`config.mk`:
```
export PLATFORM = sky130hd
export DESIGN_NAME = psr_unit
export DESIGN_NICKNAME = d
export VERILOG_FILES = /design/src/rtl/psr_pkg.sv /design/src/rtl/psr_flag_gen.sv /design/src/rtl/psr_pwr_flags.sv /design/src/rtl/psr_unit.sv
export SDC_FILE = /design/constraint.sdc
export NUM_CORES = 1
export LEC_CHECK = 0
export BUFFER_PORTS_ARGS = -buffer_cell sky130_fd_sc_hd__buf_2
export CAP_MARGIN = 25
export CORE_MARGIN = 2
export CORE_UTILIZATION = 45
export DETAILED_ROUTE_END_ITERATION = 8
export GPL_ROUTABILITY_DRIVEN = 0
export GPL_TIMING_DRIVEN = 0
export PLACE_DENSITY = 0.84
export SYNTH_ARGS = -nofsm -noshare
export SYNTH_HDL_FRONTEND = slang
export SYNTH_SLANG_ARGS = --single-unit
```
`constraint.sdc`:
```
create_clock -name clk -period 3 [get_ports clk]
set_input_delay 0.3 -clock clk [delete_from_list [all_inputs] [get_ports clk]]
set_output_delay 0.3 -clock clk [all_outputs]
set_load 0.01 [all_outputs]
```
`src/rtl/psr_pkg.sv`:
```
// Shared types for the status register unit.
package psr_pkg;

    parameter int W = 8;

    typedef enum logic [2:0] {
        OP_NONE  = 3'd0,
        OP_ADD   = 3'd1,
        OP_SUB   = 3'd2,
        OP_LOGIC = 3'd3,
        OP_RRC   = 3'd4,
        OP_RLC   = 3'd5,
        OP_CLRWD = 3'd6,
        OP_SLEEP = 3'd7
    } op_cls_t;

    // Bit positions within the status word; neighbours decode these.
    localparam int B_IRP = 7;
    localparam int B_RP1 = 6;
    localparam int B_RP0 = 5;
    localparam int B_TO  = 4;
    localparam int B_PD  = 3;
    localparam int B_Z   = 2;
    localparam int B_DC  = 1;
    localparam int B_C   = 0;

endpackage

```
`src/rtl/psr_flag_gen.sv`:
```
// Arithmetic flag generator.
// Purpose: decides which of zero / digit carry / carry the current
// instruction class updates, and computes their new values.
// Assumes: opa/opb are the ALU operands and alu_res is the ALU result for
// the same cycle. Subtract is taken as opa - opb. Purely combinational.
module psr_flag_gen
    import psr_pkg::*;
#(
    parameter int DW  = W,
    parameter int NIB = DW / 2
) (
    input  op_cls_t         op,
    input  logic [DW-1:0]   opa,
    input  logic [DW-1:0]   opb,
    input  logic [DW-1:0]   res,
    output logic            z_upd,
    output logic            dc_upd,
    output logic            c_upd,
    output logic            z_val,
    output logic            dc_val,
    output logic            c_val
);

    logic [DW:0]  add_full;
    logic [NIB:0] add_nib;
    logic [DW:0]  sub_full;
    logic [NIB:0] sub_nib;

    // Adders: subtract uses the two's complement of opb, so carry = no borrow.
    always_comb begin
        add_full = {1'b0, opa} + {1'b0, opb};
        add_nib  = {1'b0, opa[NIB-1:0]} + {1'b0, opb[NIB-1:0]};
        sub_full = {1'b0, opa} + {1'b0, ~opb} + {{DW{1'b0}}, 1'b1};
        sub_nib  = {1'b0, opa[NIB-1:0]} + {1'b0, ~opb[NIB-1:0]} + {{NIB{1'b0}}, 1'b1};
    end

    // Per-class selection of update enables and flag values.
    always_comb begin
        z_upd  = 1'b0;
        dc_upd = 1'b0;
        c_upd  = 1'b0;
        z_val  = (res == '0);
        dc_val = 1'b0;
        c_val  = 1'b0;
        unique case (op)
            OP_ADD: begin
                z_upd  = 1'b1;
                dc_upd = 1'b1;
                c_upd  = 1'b1;
                dc_val = add_nib[NIB];
                c_val  = add_full[DW];
            end
            OP_SUB: begin
                z_upd  = 1'b1;
                dc_upd = 1'b1;
                c_upd  = 1'b1;
                dc_val = sub_nib[NIB];
                c_val  = sub_full[DW];
            end
            OP_LOGIC: z_upd = 1'b1;
            OP_RRC: begin
                c_upd = 1'b1;
                c_val = opa[0];
            end
            OP_RLC: begin
                c_upd = 1'b1;
                c_val = opa[DW-1];
            end
            default: ;
        endcase
    end

    // Immediate checks on the update enables.
    always_comb begin
        if (op == OP_LOGIC)
            AST_LOGIC_ZONLY: assert (!dc_upd && !c_upd);
        if (op == OP_RRC || op == OP_RLC)
            AST_ROT_CONLY: assert (!z_upd && !dc_upd);
    end

endmodule

```
`src/rtl/psr_pwr_flags.sv`:
```
// Power/reset flag holder (time-out and power-down).
// Purpose: these two bits are driven only by events, never by bus writes.
// Assumes: wdt_timeout is a one-cycle strobe. It takes priority over
// clear-watchdog and sleep for the time-out bit.
module psr_pwr_flags
    import psr_pkg::*;
(
    input  logic    clk,
    input  logic    rst_n,
    input  op_cls_t op,
    input  logic    wdt_timeout,
    output logic    to_flag,
    output logic    pd_flag
);

    // Event-driven update of time-out and power-down; reset sets both.
    always_ff @(posedge clk) begin
        if (!rst_n) begin
            to_flag <= 1'b1;
            pd_flag <= 1'b1;
        end else begin
            if (op == OP_CLRWD) begin
                to_flag <= 1'b1;
                pd_flag <= 1'b1;
            end else if (op == OP_SLEEP) begin
                to_flag <= 1'b1;
                pd_flag <= 1'b0;
            end
            if (wdt_timeout)
                to_flag <= 1'b0;
        end
    end

    AST_WDT_CLEARS_TO: assert property (@(posedge clk) disable iff (!rst_n)
        wdt_timeout |=> !to_flag);
    AST_SLEEP_PD: assert property (@(posedge clk) disable iff (!rst_n)
        (op == OP_SLEEP) |=> !pd_flag);
    AST_CLRWD_PD: assert property (@(posedge clk) disable iff (!rst_n)
        (op == OP_CLRWD) |=> pd_flag);

endmodule

```
`src/rtl/psr_unit.sv`:
```
// Processor status register unit (top).
// Purpose: holds the 8-bit status word. Bus writes and hardware flag
// updates merge here, and the bank-select fields are exported.
// Assumes: synchronous active-low reset. The register is decoded by the
// low address bits only, so it appears once in every bank.
module psr_unit
    import psr_pkg::*;
#(
    parameter int          AW       = 9,
    parameter int          BANK_BITS = 7,
    parameter logic [6:0]  REG_OFS  = 7'h03
) (
    input  logic          clk,
    input  logic          rst_n,
    input  logic          wr_en,
    input  logic [AW-1:0] wr_addr,
    input  logic [W-1:0]  wr_data,
    input  logic [2:0]    op_cls,
    input  logic [W-1:0]  opa,
    input  logic [W-1:0]  opb,
    input  logic [W-1:0]  alu_res,
    input  logic          wdt_timeout,
    output logic [W-1:0]  status,
    output logic [1:0]    rp_bank,
    output logic          irp_bank
);

    localparam logic [2:0] BANK_RST = 3'b000;

    op_cls_t     op;
    logic        wr_hit;
    logic        z_upd, dc_upd, c_upd;
    logic        z_val, dc_val, c_val;
    logic        to_flag, pd_flag;
    logic [2:0]  bank_q;
    logic        z_q, dc_q, c_q;

    assign op = op_cls_t'(op_cls);

    // Address decode: any bank, fixed offset within the bank.
    assign wr_hit = wr_en && (wr_addr[BANK_BITS-1:0] == REG_OFS[BANK_BITS-1:0]);

    psr_flag_gen #(.DW(W)) u_flags (
        .op     (op),
        .opa    (opa),
        .opb    (opb),
        .res    (alu_res),
        .z_upd  (z_upd),
        .dc_upd (dc_upd),
        .c_upd  (c_upd),
        .z_val  (z_val),
        .dc_val (dc_val),
        .c_val  (c_val)
    );

    psr_pwr_flags u_pwr (
        .clk         (clk),
        .rst_n       (rst_n),
        .op          (op),
        .wdt_timeout (wdt_timeout),
        .to_flag     (to_flag),
        .pd_flag     (pd_flag)
    );

    // Bank-select bits: plain writable storage.
    always_ff @(posedge clk) begin
        if (!rst_n)
            bank_q <= BANK_RST;
        else if (wr_hit)
            bank_q <= wr_data[B_IRP:B_RP0];
    end

    // Arithmetic flags. Any flag-affecting class blocks write data;
    // otherwise write data loads them.
    always_ff @(posedge clk) begin
        if (!rst_n) begin
            z_q  <= 1'b0;
            dc_q <= 1'b0;
            c_q  <= 1'b0;
        end else if (z_upd || dc_upd || c_upd) begin
            if (z_upd)  z_q  <= z_val;
            if (dc_upd) dc_q <= dc_val;
            if (c_upd)  c_q  <= c_val;
        end else if (wr_hit) begin
            z_q  <= wr_data[B_Z];
            dc_q <= wr_data[B_DC];
            c_q  <= wr_data[B_C];
        end
    end

    // Assemble the status word and the exported bank fields.
    assign status   = {bank_q, to_flag, pd_flag, z_q, dc_q, c_q};
    assign rp_bank  = status[B_RP1:B_RP0];
    assign irp_bank = status[B_IRP];

    AST_TOPD_NO_WRITE: assert property (@(posedge clk) disable iff (!rst_n)
        (wr_hit && op != OP_CLRWD && op != OP_SLEEP && !wdt_timeout)
        |=> status[B_TO:B_PD] == $past(status[B_TO:B_PD]));
    AST_MISS_HOLDS_BANK: assert property (@(posedge clk) disable iff (!rst_n)
        !wr_hit |=> $stable(status[B_IRP:B_RP0]));
    AST_LOGIC_KEEPS_C: assert property (@(posedge clk) disable iff (!rst_n)
        (op == OP_LOGIC) |=> status[B_DC:B_C] == $past(status[B_DC:B_C]));
    AST_ROT_KEEPS_Z: assert property (@(posedge clk) disable iff (!rst_n)
        (op == OP_RRC || op == OP_RLC) |=> $stable(status[B_Z]));
    AST_FLAG_OP_IGNORES_DATA: assert property (@(posedge clk) disable iff (!rst_n)
        (wr_hit && op == OP_LOGIC && alu_res == '0) |=> status[B_Z]);

endmodule

```
==> flow_results.xml <==
<?xml version="1.0" encoding="UTF-8"?>
<metrics>
  <group name="timing">
    <metric name="timing.final.max_slew_violations" unit="">0</metric>
    <metric name="achievable_freq" unit="MHz">722.2</metric>
    <metric name="finalCritPeriodShare" unit="">0.4615</metric>
    <metric name="post_route_skew" unit="ns">0</metric>
    <metric name="final-hold-violation-count" unit="">0</metric>
    <metric name="setup_total_negative_slack" unit="ns">0</metric>
    <metric name="finalSetupViolCount" unit="">0</metric>
    <metric name="setup_repair_after_global_routing_missed_its_margin" unit="">false</metric>
    <metric name="worst_slew_margin_relative_to_its_limit" unit="">0.7160</metric>
    <metric name="time_the_final_worst_path_needs_with_i_o_delays_and_setup" unit="ns">1.385</metric>
    <metric name="max_slew.worst_pin.slew" unit="ns">0.4153</metric>
  </group>
  <group name="flow_run">
    <metric name="drv_cap" unit="">0</metric>
  </group>
  <group name="synth">
    <metric name="avgSynthCellArea" unit="µm²">7.910</metric>
    <metric name="mapped_area" unit="µm²">909.6</metric>
    <metric name="synth_enable_flop_cells" unit="">0</metric>
    <metric name="synth-warning-count" unit="">0</metric>
    <metric name="synth_seq_area_share" unit="">0.1761</metric>
    <metric name="syn-num-nets" unit="">177</metric>
    <metric name="yosys_most_used_dff" unit="">sky130_fd_sc_hd__dfxtp_1</metric>
    <metric name="netlist.area_leader.share" unit="">0.1926</metric>
    <metric name="synth_commonest_cells" unit="">14 x sky130_fd_sc_hd__ha_1, 12 x sky130_fd_sc_hd__inv_1, 8 x sky130_fd_sc_hd__a21oi_1, 8 x sky130_fd_sc_hd__buf_4, 8 x sky130_fd_sc_hd__dfxtp_1</metric>
    <metric name="yosys_register_bits" unit="">8</metric>
    <metric name="async_flop_share" unit="">0</metric>
    <metric name="synth.distinct_cells" unit="">30</metric>
    <metric name="synth_largest_area_cell" unit="">sky130_fd_sc_hd__ha_1</metric>
    <metric name="yosys.cell_count.top_type" unit="">sky130_fd_sc_hd__ha_1</metric>
    <metric name="yosys-top-cells-area" unit="">sky130_fd_sc_hd__ha_1 19%, sky130_fd_sc_hd__dfxtp_1 18%, sky130_fd_sc_hd__buf_4 6.6%, sky130_fd_sc_hd__mux2i_1 5.5%, sky130_fd_sc_hd__inv_1 5.0%</metric>
    <metric name="netlist_instances" unit="">115</metric>
  </group>
  <group name="cts">
    <metric name="postCtsSetupBuffers" unit="">0</metric>
    <metric name="cts-root-to-sink-buffers" unit="">2</metric>
    <metric name="worst_skew_pair.late_latency" unit="ns">0.24</metric>
    <metric name="cts_hold_repair.buffers" unit="">0</metric>
    <metric name="tritoncts.num_buffers" unit="">3</metric>
    <metric name="ctsResizeCount" unit="">0</metric>
    <metric name="cts_tree" unit="">done</metric>
    <metric name="root_buffer" unit="">sky130_fd_sc_hd__clkbuf_4</metric>
    <metric name="worst_setup_hold_path_clk_slew" unit="ns">0.05</metric>
    <metric name="cts.sink_count" unit="">8</metric>
    <metric name="number_of_h_tree_levels" unit="">1</metric>
  </group>
  <group name="drt">
    <metric name="drc" unit="">0</metric>
    <metric name="num_vias" unit="">1011</metric>
    <metric name="final_antenna_net_count" unit="">0</metric>
    <metric name="wl" unit="µm">2126</metric>
    <metric name="router_iterations_before_antenna_repair" unit="">4</metric>
    <metric name="route.detailed.vias_per_inst" unit="">5.106</metric>
    <metric name="avgRoutedWirePerCell" unit="µm">10.74</metric>
    <metric name="detail_route.iter0.violations" unit="">7</metric>
  </group>
  <group name="outcome">
    <metric name="status" unit="">completed</metric>
  </group>
  <group name="final_layout">
    <metric name="num-nets-final" unit="">235</metric>
    <metric name="drive_gt1_frac" unit="">0.3977</metric>
    <metric name="layoutNonFillerInstCount" unit="">198</metric>
    <metric name="final-seq-area" unit="µm²">160.2</metric>
    <metric name="fill_cells" unit="">185</metric>
    <metric name="multiInputGateArea" unit="µm²">631.9</metric>
    <metric name="antenna_cells" unit="">0</metric>
    <metric name="layout.core_utilization" unit="">0.6340</metric>
    <metric name="syn2layout_area_growth" unit="%">35.35</metric>
  </group>
  <group name="power">
    <metric name="max-vdd-ir-drop" unit="mV">0.1585</metric>
    <metric name="cellLeakagePower" unit="µW">0.0006962</metric>
    <metric name="power_density" unit="nW/µm²">249.7</metric>
  </group>
  <group name="floorplan">
    <metric name="design.portCount" unit="">59</metric>
    <metric name="placeableCoreArea" unit="µm²">1942</metric>
    <metric name="dieArea" unit="µm²">2397</metric>
    <metric name="initial_standard_cell_utilization_of_the_core" unit="">0.4684</metric>
    <metric name="fp.dieW" unit="µm">48.96</metric>
    <metric name="dieHeight" unit="µm">48.96</metric>
    <metric name="num_rows" unit="">16</metric>
  </group>
  <group name="critical_path">
    <metric name="path_max_fanout" unit="">2</metric>
    <metric name="cp_slowest_cell" unit="">sky130_fd_sc_hd__a2111oi_0</metric>
    <metric name="cp-start-kind" unit="">input pin</metric>
    <metric name="worst-endpoint-arrival" unit="ns">1.50</metric>
    <metric name="crit_path_end_kind" unit="">register</metric>
    <metric name="cp_data_required_time" unit="ns">3.12</metric>
    <metric name="critPathKind" unit="">in -&gt; reg</metric>
    <metric name="cp_cell_sequence" unit="">buf_2 &gt; ha_1 &gt; a2111oi_0 &gt; a21oi_1 &gt; o21ai_0 &gt; a31oi_1</metric>
    <metric name="worst_path_dominant_cell_family" unit="">compound AO/OA/AOI/OAI gates</metric>
    <metric name="max_stage_delay" unit="ns">0.42</metric>
    <metric name="r2r_setup_slack" unit="ns">2.34</metric>
    <metric name="critical_path_buf_inv_count" unit="">1</metric>
  </group>
  <group name="placed_design">
    <metric name="placedCellCount" unit="">195</metric>
    <metric name="dp.final_hpwl" unit="µm">1905</metric>
    <metric name="buffer_ports.inserted" unit="">53</metric>
  </group>
  <group name="global_route">
    <metric name="grt_antenna_before_repair" unit="">0</metric>
    <metric name="grt_max_degree" unit="">11</metric>
    <metric name="globalRoute.totalOverflow" unit="">0</metric>
    <metric name="groute.usage.overall" unit="">0.1858</metric>
    <metric name="grt_pass1_wl" unit="µm">3657</metric>
    <metric name="via_count_of_the_first_global_routing_pass" unit="">959</metric>
  </group>
  <group name="min_path">
    <metric name="holdCritPathClass" unit="">in -&gt; reg</metric>
  </group>
</metrics>
## metrics by stage
stage | total power, µW | hold WS (ns) | worst slack [ns] | area [µm²]
after global routing | 332.5 | 0.2514 | 1.539 | 1231
after floorplan | 179.9 | 0.3762 | 1.635 | 909.6
final | 307.4 | 0.2595 | 1.615 | 1231
after detailed placement | 232.6 | 0.4595 | 1.405 | 1209
after global placement | 225.6 | 0.4478 | 1.449 | 1209
after CTS | 308.9 | 0.2568 | 1.653 | 1231
## logic make-up (layout without fill, tap and decap cells)
| group | Yosys count | after routing | share of synthesized area |
|---|---|---|---|
| AND/OR/NAND/NOR | 34 | 34 | 0.2380 |
| AO/OA/AOI/OAI | 31 | 31 | 0.2091 |
| buffers and inverters | 23 | 79 | 0.1293 |
| adder cells (fa/ha/maj) | 14 | 14 | 0.1926 |
| flip-flops | 8 | 8 | 0.1761 |
| multiplexers | 5 | 5 | 0.05502 |
## worst paths after layout
| path | start | endpoint | cells after the start |
|---|---|---|---|
| hold / removal | wdt_timeout | u_pwr.to_flag | 2 |
| setup / recovery | opa[1] | dc_q | 6 |
| hold reg to reg | z_q | z_q | 2 |
| setup reg to reg | bank_q[1] | bank_q[1] | 2 |
## layer usage
metal | up-vias | track usage | routed length [µm]
met5 | - | 0 | 0
met4 | 0 | 0.06667 | 30
met3 | 6 | 0.03374 | 147
met2 | 49 | 0.3858 | 1070
met1 | 436 | 0.1758 | 878
li1 | 520 | - | -
## cells in the final DEF (no fill, tap or decap)
| cell | synthesis | routed |
|---|---|---|
| sky130_fd_sc_hd__nand2b_1 | 2 | 2 |
| sky130_fd_sc_hd__a21oi_1 | 8 | 8 |
| sky130_fd_sc_hd__mux2i_1 | 5 | 5 |
| sky130_fd_sc_hd__dfxtp_1 | 8 | 8 |
| sky130_fd_sc_hd__ha_1 | 14 | 14 |
| sky130_fd_sc_hd__o211ai_1 | 1 | 1 |
| sky130_fd_sc_hd__nand3_1 | 1 | 1 |
| sky130_fd_sc_hd__nor2_1 | 3 | 3 |
| sky130_fd_sc_hd__a221oi_2 | 1 | 1 |
| sky130_fd_sc_hd__a22oi_1 | 1 | 1 |
| sky130_fd_sc_hd__and3_1 | 2 | 2 |
| sky130_fd_sc_hd__nor3_1 | 4 | 4 |
| sky130_fd_sc_hd__clkbuf_1 | 2 | 2 |
| sky130_fd_sc_hd__buf_4 | 8 | 8 |
| sky130_fd_sc_hd__a31oi_1 | 3 | 3 |
| sky130_fd_sc_hd__buf_2 | 1 | 54 |
| sky130_fd_sc_hd__o21ai_0 | 7 | 7 |
| sky130_fd_sc_hd__a2111oi_0 | 1 | 1 |
| sky130_fd_sc_hd__o31ai_1 | 1 | 1 |
| sky130_fd_sc_hd__and4_1 | 1 | 1 |
| sky130_fd_sc_hd__nand4_4 | 1 | 1 |
| sky130_fd_sc_hd__clkbuf_4 | 0 | 3 |
| sky130_fd_sc_hd__o21ai_1 | 4 | 4 |
| sky130_fd_sc_hd__inv_1 | 12 | 12 |
| sky130_fd_sc_hd__nor4_1 | 5 | 5 |
| sky130_fd_sc_hd__nand2_1 | 7 | 7 |
| sky130_fd_sc_hd__nor2b_1 | 5 | 5 |
| sky130_fd_sc_hd__nor4b_4 | 1 | 1 |
| sky130_fd_sc_hd__or3_1 | 2 | 2 |
| sky130_fd_sc_hd__a21o_1 | 2 | 2 |
| sky130_fd_sc_hd__o21bai_1 | 2 | 2 |
## power breakdown
part	switching (µW)	internal [µW]
logic	57.9	58.4
clock network	32.0	45.5
registers	2.40	111
## cell type report
cell class              count  share of cell area
flip-flops and latches      8              0.1301
clock buffers               3             0.01829
plain buffers              11             0.05894
repair buffers             53              0.2154
well taps                  27             0.02744
multi-input cells          84              0.5132
inverters                  12             0.03659
## state kept, by name, indices dropped and copies added, names as in the netlist
name / flops
bank_q: 3
c_q: 1
dc_q: 1
u_pwr.pd_flag: 1
u_pwr.to_flag: 1
z_q: 1
## worst reg2reg max path, delay by kind of cell, from the launching register on
kind	cells	cell delay, ns
flops	1	0.32
mux	1	0.17
simple gates	1	0.07
Power figures use the tool's default switching activity.
